File: config.mk
export PLATFORM = sky130hd
export DESIGN_NAME = soft_sync_bist
export DESIGN_NICKNAME = d
export VERILOG_FILES = /design/src/rtl/ssc_pkg.sv /design/src/rtl/ssc_ctrl_reg.sv /design/src/rtl/ssc_lfsr.sv /design/src/rtl/ssc_test_mux.sv /design/src/rtl/soft_sync_bist.sv
export SDC_FILE = /design/constraint.sdc
export NUM_CORES = 1
export LEC_CHECK = 0
export BUFFER_PORTS_ARGS = -buffer_cell sky130_fd_sc_hd__buf_2
export CAP_MARGIN = 30
export CORE_ASPECT_RATIO = 2
export CORE_MARGIN = 2
export CORE_UTILIZATION = 34
export CTS_CLUSTER_DIAMETER = 30
export DETAILED_ROUTE_END_ITERATION = 8
export GPL_TIMING_DRIVEN = 0
export PLACE_DENSITY = 0.88
export REMOVE_ABC_BUFFERS = 1
export SETUP_SLACK_MARGIN = 0.05
export SYNTH_ARGS = -nofsm -noshare
export SYNTH_HDL_FRONTEND = slang
export SYNTH_HIERARCHICAL = 1
export SYNTH_SLANG_ARGS = --single-unit
File: constraint.sdc
create_clock -name clk -period 0.9 [get_ports clk]
set_input_delay 0.135 -clock clk [delete_from_list [all_inputs] [get_ports clk]]
set_output_delay 0.135 -clock clk [all_outputs]
set_load 0.02 [all_outputs]
File: src/rtl/ssc_pkg.sv
`timescale 1ns/1ps
package ssc_pkg;
    typedef enum logic [0:0] {
        SYNC_IDLE = 1'b0,
        SYNC_FIRE = 1'b1
    } sync_state_e;

    localparam int CTRL_W   = 8;
    localparam int BIT_STRT = 4;
    localparam int BIT_HOP  = 5;
    localparam int BIT_TEST = 6;
    localparam int BIT_PN   = 7;
endpackage

File: src/rtl/ssc_ctrl_reg.sv
`timescale 1ns/1ps
module ssc_ctrl_reg
    import ssc_pkg::*;
#(
    parameter int NUM_CH = 4
) (
    input  logic              clk,
    input  logic              rst_n,
    input  logic              wr_en,
    input  logic [CTRL_W-1:0] wr_data,
    output logic [NUM_CH-1:0] ch_en,
    output logic              start_req,
    output logic              hop_req,
    output logic              test_en,
    output logic              pn_sel
);
    sync_state_e state, state_nx;
    logic        start_flag, hop_flag;
    logic        fire_req;

    assign fire_req = wr_en & (wr_data[BIT_STRT] | wr_data[BIT_HOP]);

    // State register
    always_ff @(posedge clk or negedge rst_n) begin
        if (!rst_n) state <= SYNC_IDLE;
        else        state <= state_nx;
    end

    // Next state: ARM, REFIRE, DONE
    always_comb begin
        state_nx = state;
        unique case (state)
            SYNC_IDLE: if (fire_req) state_nx = SYNC_FIRE;
            SYNC_FIRE: state_nx = fire_req ? SYNC_FIRE : SYNC_IDLE;
        endcase
    end

    // Fields captured on every write; pulse bits only count in SYNC_FIRE
    always_ff @(posedge clk or negedge rst_n) begin
        if (!rst_n) begin
            ch_en      <= '0;
            start_flag <= 1'b0;
            hop_flag   <= 1'b0;
            test_en    <= 1'b0;
            pn_sel     <= 1'b0;
        end else if (wr_en) begin
            ch_en      <= wr_data[NUM_CH-1:0];
            start_flag <= wr_data[BIT_STRT];
            hop_flag   <= wr_data[BIT_HOP];
            test_en    <= wr_data[BIT_TEST];
            pn_sel     <= wr_data[BIT_PN];
        end
    end

    // Outputs
    always_comb begin
        start_req = 1'b0;
        hop_req   = 1'b0;
        unique case (state)
            SYNC_IDLE: ;
            SYNC_FIRE: begin
                start_req = start_flag;
                hop_req   = hop_flag;
            end
        endcase
    end
endmodule

File: src/rtl/ssc_lfsr.sv
`timescale 1ns/1ps
module ssc_lfsr #(
    parameter int          W    = 16,
    parameter logic [W-1:0] TAPS = 16'hB400,
    parameter logic [W-1:0] SEED = 16'hACE1
) (
    input  logic         clk,
    input  logic         rst_n,
    output logic [W-1:0] q
);
    logic fb;
    assign fb = ^(q & TAPS);

    always_ff @(posedge clk or negedge rst_n) begin
        if (!rst_n) q <= SEED;
        else        q <= {q[W-2:0], fb};
    end
endmodule

File: src/rtl/ssc_test_mux.sv
`timescale 1ns/1ps
module ssc_test_mux #(
    parameter int NUM_CH = 4,
    parameter int DW     = 16
) (
    input  logic                 test_en,
    input  logic                 pn_sel,
    input  logic [DW-1:0]        pn_word,
    input  logic [NUM_CH*DW-1:0] adc_in,
    output logic [NUM_CH*DW-1:0] ch_data
);
    localparam logic [DW-1:0] NEG_FS = {1'b1, {(DW-1){1'b0}}};

    logic [DW-1:0] test_word;
    assign test_word = pn_sel ? pn_word : NEG_FS;

    for (genvar c = 0; c < NUM_CH; c++) begin : g_ch
        assign ch_data[c*DW +: DW] = test_en ? test_word : adc_in[c*DW +: DW];
    end
endmodule

File: src/rtl/soft_sync_bist.sv
`timescale 1ns/1ps
module soft_sync_bist
    import ssc_pkg::*;
#(
    parameter int           NUM_CH = 4,
    parameter int           DW     = 16,
    parameter logic [DW-1:0] SEED  = 16'hACE1
) (
    input  logic                 clk,
    input  logic                 rst_n,
    input  logic                 wr_en,
    input  logic [7:0]           wr_data,
    input  logic [NUM_CH-1:0]    hw_sync,
    input  logic [NUM_CH*DW-1:0] adc_in,
    output logic [NUM_CH-1:0]    start_sync,
    output logic [NUM_CH-1:0]    hop_sync,
    output logic [NUM_CH*DW-1:0] ch_data
);
    logic [NUM_CH-1:0] ch_en;
    logic              start_req, hop_req, test_en, pn_sel;
    logic [DW-1:0]     pn_word;

    ssc_ctrl_reg #(.NUM_CH(NUM_CH)) u_ctrl (
        .clk       (clk),
        .rst_n     (rst_n),
        .wr_en     (wr_en),
        .wr_data   (wr_data),
        .ch_en     (ch_en),
        .start_req (start_req),
        .hop_req   (hop_req),
        .test_en   (test_en),
        .pn_sel    (pn_sel)
    );

    ssc_lfsr #(.W(DW), .TAPS(16'hB400), .SEED(SEED)) u_pn (
        .clk   (clk),
        .rst_n (rst_n),
        .q     (pn_word)
    );

    ssc_test_mux #(.NUM_CH(NUM_CH), .DW(DW)) u_mux (
        .test_en (test_en),
        .pn_sel  (pn_sel),
        .pn_word (pn_word),
        .adc_in  (adc_in),
        .ch_data (ch_data)
    );

    for (genvar c = 0; c < NUM_CH; c++) begin : g_sync
        assign start_sync[c] = hw_sync[c] | (start_req & ch_en[c]);
        assign hop_sync[c]   = hw_sync[c] | (hop_req   & ch_en[c]);
    end
endmodule

==> impl_metrics.yaml, run 1 <==
drt:
  ant_nets: 0
  via_per_inst: 4.89
  vias: 2019
  wl_per_cell_um: 15.3
  drt_iter0_drc: 35
  routed_wl_um: 6320
  drc: 0
  drt_pass1_iterations: 4
worst_setup_path:
  worstPathRequired_ns: 0.76
  worst-setup-path-type: "reg -> out"
  arrival_ns: 1.40
  cp_max_fo: 15
  worstSetupEndpointType: "output pin"
  cp-start-kind: "flip-flop"
grt:
  grt_pass1_vias: 1798
  grt_overflow: 0
  grt_usage_pct: 19.0
  antenna_found_initial: 0
  grt_pass1_wl_um: 7730
  grt_max_degree: 32
cells_and_area:
  mostFrequentLayoutCells: "buf_2, inv_1, buf_6, buf_4, o21ai_2"
  fillers: 369
  post-route-util_pct: 64.8
  num_antenna_cells: 0
  multiInputGateArea_um2: 837
  final_common_cell: "buf_2"
  nNetsFinal: 436
  drive_gt1_share_pct: 64.6
  regArea_um2: 641
  area.growth.synth_to_final_pct: 86.9
clock_network:
  clockRootBuffer: "clkbuf_8"
  cts.path.max_buffers: 2
  clk_latency_ns: 0.26
  numClockSinks: 25
  cts_max_level: 1
  clk_pin_slew_ns: 0.08
  cts_inserted_buffers: 3
  cts_tree: "yes"
status:
  status: "complete, but fails checks"
  violations: "setup timing"
timing:
  hold_violations: 0
  setup_viol: 75
  final.setup_skew_ns: 0.00311
  max_slew_margin_pct: 76.8
  worst_pin_slew_ns: 0.347
  setup_ws_ns: -0.637
  fmax_ghz: 0.651
  fin_crit_ns: 1.54
  tns_ns: -40.41
  fin_crit_sh_pct: 171
  finalMaxSlewViolations: 0
  rsz0062_at_grt: "true"
logic_synthesis:
  syn_inst: 199
  syn_area_per_cell_um2: 8.32
  yosysSeqAreaShare_pct: 38.4
  synth_seq_cells: 25
  synth_cell_type_count: 20
  syn_area_um2: 1660
  synth-warning-count: 6
die:
  io_pins: 151
  die_x_um: 53.3
  rows: 36
  initial_utilization_pct: 34.7
  dieHeight_um: 103
  die_area_um2: 5480
  core_area_um2: 4770
power_and_ir_drop:
  leakagePower_nw: 1.79
  vdd_ir_drop_max_mv: 1.08
  p_per_area_nw_per_um2: 1180
min_path:
  hold_path.class: "in -> reg"
run:
  cap_viol_max_count: 0
placement:
  dpl.hpwl_um: 3700
  place_congestion: 0.671
  io_buffers: 150
## timing repair
| action | CTS | global route |
|---|---|---|
| cloned | 3 | 1 |
| pin swaps | 12 | 6 |
| resized for setup | 91 | 98 |
| setup endpoints to repair | 75 | 95 |
| buffers inserted | 7 | 2 |
| hold buffers | 1 | 0 |
| endpoints found under the hold margin | 17 | 0 |
## critical path, cell delays in order (launching register included)
cell     delay (ns)
dfrtp_2        0.49
buf_8          0.17
buf_16         0.15
o21ai_1        0.14
buf_2          0.18
## stage by stage
step                instances  worst slack [ns]  hold slack, ns  instance area (µm²)  power [W]
global route              413            -0.704          0.0953                 3090    0.00383
detailed placement        395            -0.701           0.156                 2390    0.00242
floorplan                 187             -1.21          -0.161                 1550    0.00189
CTS                       410            -0.605          0.0942                 2810    0.00343
global placement          394             -1.89           0.146                 2370    0.00238
finish                    413            -0.637           0.102                 3090    0.00365
## state kept, by name, summed over array words and instances, names as in the netlist
register,count
u_ctrl/hop_flag,1
u_ctrl/test_en,1
u_pn/q,16
u_ctrl/ch_en,4
u_ctrl/pn_sel,1
u_ctrl/state,1
u_ctrl/start_flag,1
## Yosys cell counts (all sizes together)
master,count,area [µm²]
inv,60,225
clkbuf,4,20.0
o21ai,60,300
mux2,8,120
o22a,4,35.0
nand2,1,11.3
xnor2,2,17.5
a21o,8,60.1
o21a,1,7.51
buf,8,86.3
and2,2,12.5
nand3,15,115
dfstp,8,210
xor2,1,8.76
dfrtp,17,425
## cell families (layout without fill, tap and decap cells)
logic type,count (synthesis),after routing,synth area share [%]
and+or+nand+nor,18,18,8.39
DFF,25,25,38.4
xor gates and xnor gates,3,3,1.59
buffers and inverters,72,229,20.0
AOI/OAI and AO/OA,73,73,24.3
muxes,8,8,7.26
## path summary, 6_finish.rpt
kind                           startpoint  slack [ns]              to  cells past startpoint
max                        u_ctrl/test_en       -0.64     ch_data[23]                      4
min                            wr_data[6]        0.10  u_ctrl/test_en                      2
max reg2reg                u_ctrl/test_en       -0.27  u_ctrl/test_en                      3
min reg2reg                     u_pn/q[5]        0.38       u_pn/q[6]                      0
max in group asynchronous           rst_n        0.25       u_pn/q[5]                      2
min in group asynchronous           rst_n        0.35  u_ctrl/test_en                      2
## cell type report
class                      count  area share (%)
clock buffer                   4            1.46
inverter                      60            7.28
multi-input combinational    102            27.1
sequential                    25            20.7
tap                           57            2.30
timing repair buffer         165            41.2
## report_power, final
part / internal, W / total, W / switching (W)
Clock: 0.000315 / 0.000630 / 0.000314
Sequential: 0.00117 / 0.00122 / 0.0000489
Combinational: 0.000888 / 0.00180 / 0.000912
Total: 0.00237 / 0.00365 / 0.00128
## metal layers
| metal | track usage [%] | share of wire (%) | vias to the layer above |
|---|---|---|---|
| li1 | - | - | 946 |
| met1 | 19.1 | 34 | 932 |
| met2 | 38.4 | 53 | 131 |
| met3 | 3.77 | 11 | 10 |
| met4 | 2.76 | 1.4 | 0 |
| met5 | 0 | 0 | - |
No activity file was read; power rests on OpenSTA's default activity.
==> run 2: changes to the inputs <==
--- a/config.mk
+++ b/config.mk
@@ -6,9 +6,7 @@
 export NUM_CORES = 1
 export LEC_CHECK = 0
 export BUFFER_PORTS_ARGS = -buffer_cell sky130_fd_sc_hd__buf_2
-export CAP_MARGIN = 30
 export CORE_ASPECT_RATIO = 2
-export CORE_MARGIN = 2
 export CORE_UTILIZATION = 34
 export CTS_CLUSTER_DIAMETER = 30
 export DETAILED_ROUTE_END_ITERATION = 8
==> constraint.sdc (replaced) <==
create_clock -name clk -period 0.9 [get_ports clk]
set_input_delay 0.135 -clock clk [delete_from_list [all_inputs] [get_ports clk]]
set_output_delay 0.135 -clock clk [all_outputs]
set_load 0.05 [all_outputs]
==> run 2 against run 1 <==
Compared with the run above: critical endpoint is now ch_data[3]; die area fell by 5.6%; highest routed layer unchanged; combinational power rose by 32%; the run ends with hold timing, setup timing left; clock power rose by 3.8%; power rose by 17%; wire length fell by 5.3%; utilization rose by 2.1 points.
==> impl_metrics.yaml, run 2 (synthesis gave the netlist of run 1 again) <==
status:
  status: "complete, but fails checks"
  violations: "hold timing, setup timing"
grt:
  grt_pass1_vias: 1785
  antenna_found_initial: 0
  grt_max_degree: 46
  grt_pass1_wl_um: 7850
  grt_overflow: 0
  grt_usage_pct: 20.0
drt:
  wl_per_cell_um: 14.7
  vias: 1984
  routed_wl_um: 5980
  drt_pass1_iterations: 4
  drt_iter0_drc: 21
  drc: 0
  via_per_inst: 4.89
  ant_nets: 0
placement:
  io_buffers: 150
  place_congestion: 0.732
  dpl.hpwl_um: 3670
  pre_cts_ws_ns: -0.870
  placedCellCount: 393
timing:
  fin_crit_ns: 1.60
  tns_ns: -43.24
  fmax_ghz: 0.625
  final.setup_skew_ns: 0.00285
  max_slew_margin_pct: 62.7
  worst_pin_slew_ns: 0.559
  hold_violations: 17
  finalMaxSlewViolations: 0
  rsz0062_at_grt: "true"
  setup_viol: 75
  hold_slack_ns: -0.146
  fin_crit_sh_pct: 178
  setup_ws_ns: -0.699
cells_and_area:
  fillers: 373
  drive_gt1_share_pct: 62.1
  regArea_um2: 643
  multiInputGateArea_um2: 833
  final_common_cell: "buf_2"
  mostFrequentLayoutCells: "buf_2, inv_1, buf_6, buf_4, o21ai_0"
  instances_no_fill: 406
  top_register: "u_pn/q"
  nNetsFinal: 431
  largest_reg_flops: 16
  biggestRegsByFlops: "u_pn/q (16), u_ctrl/ch_en (4)"
  num_antenna_cells: 0
  area.growth.synth_to_final_pct: 87.7
clock_network:
  cts.path.max_buffers: 2
  cts_max_level: 1
  cts_inserted_buffers: 3
  clockRootBuffer: "clkbuf_8"
  clk_latency_ns: 0.26
  numClockSinks: 25
  cts_tree: "yes"
  clk_pin_slew_ns: 0.09
power_and_ir_drop:
  leakagePower_nw: 1.76
  vdd_ir_drop_max_mv: 1.20
  power_w: 0.00426
  p_per_area_nw_per_um2: 1370
die:
  core_area_um2: 4640
  die_area_um2: 5170
  rows: 35
  die_x_um: 51.3
  dieHeight_um: 101
  io_pins: 151
  initial_utilization_pct: 35.7
worst_setup_path:
  arrival_ns: 1.46
  worstSetupEndpointType: "output pin"
  worstReg2RegStart: "u_ctrl/test_en"
  cp-start-kind: "flip-flop"
  reg2reg_to: "u_ctrl/test_en"
  worstPathRequired_ns: 0.76
  reg2reg_depth: 2
  crit_start: "u_ctrl/test_en"
  crit_end: "ch_data[3]"
  rrSetupSlack_ns: -0.23
  worst-setup-path-type: "reg -> out"
  cp_max_fo: 22
min_path:
  hold_path.class: "in -> async"
run:
  cap_viol_max_count: 0
## run 2: cell count changes in the layout (fill, tap and decap cells not counted), sizes merged
| cell | delta |
|---|---|
| buf | -4 |
| dlygate4sd3 | -1 |
## run 2: worst min-delay path by stage
stage / startpoint / end / slack (ns) / cells after the start
4_1_cts: rst_n / u_pn/q[1] / -0.14 / 1
3_5_place_dp: rst_n / u_pn/q[1] / 0.15 / 1
3_3_place_gp: rst_n / u_pn/q[1] / 0.14 / 1
5_1_grt: rst_n / u_pn/q[1] / -0.12 / 1
6_report: rst_n / u_pn/q[2] / -0.15 / 1
2_1_floorplan: rst_n / u_ctrl/ch_en[0] / -0.16 / 0
## run 2: layer usage
layer  share of wire [%]  wire length (µm)  up-vias  GRT usage, %
met2                  62              3730       87          42.7
met1                  32              1930      954          18.8
met4                0.69                41        0          4.99
met5                   0                 0        -             0
li1                    -                 -      939             -
met3                 4.7               279        4          1.96
## run 2: layout make-up
class,count,area share (%)
Timing Repair Buffer,160,41.6
Tap cell,55,2.22
Sequential cell,25,20.7
Multi-Input combinational cell,102,26.8
Clock buffer,4,1.45
Inverter,60,7.25
## run 2: critical path, cell delays in order, from the launching register on
cell       delay [ns]
dfrtp_4          0.56
clkbuf_16        0.21
o21ai_0          0.20
buf_4            0.23
## run 2: power breakdown
| group | internal (W) | switching (W) | total [W] |
|---|---|---|---|
| logic | 0.000898 | 0.00149 | 0.00238 |
| clock network | 0.000316 | 0.000338 | 0.000654 |
| registers | 0.00117 | 0.0000536 | 0.00122 |
| total | 0.00238 | 0.00188 | 0.00426 |
## run 2: stage by stage
step / instance area, µm² / hold WS, ns / util (%)
2_1_floorplan: 1550 / -0.161 / -
4_1_cts: 2860 / -0.137 / 61.6
3_5_place_dp: 2390 / 0.150 / 51.5
3_3_place_gp: 2370 / 0.142 / 51.0
6_report: 3110 / -0.146 / 66.9
5_1_grt: 3110 / -0.116 / 66.9
## run 2: what timing repair did
| action | in CTS | in global routing |
|---|---|---|
| gates cloned | 0 | 2 |
| setup endpoints to repair | 75 | 75 |
| pin swaps | 7 | 1 |
| resized for setup | 119 | 78 |
| endpoints found under the hold margin | 17 | 17 |
| setup buffers | 7 | 0 |
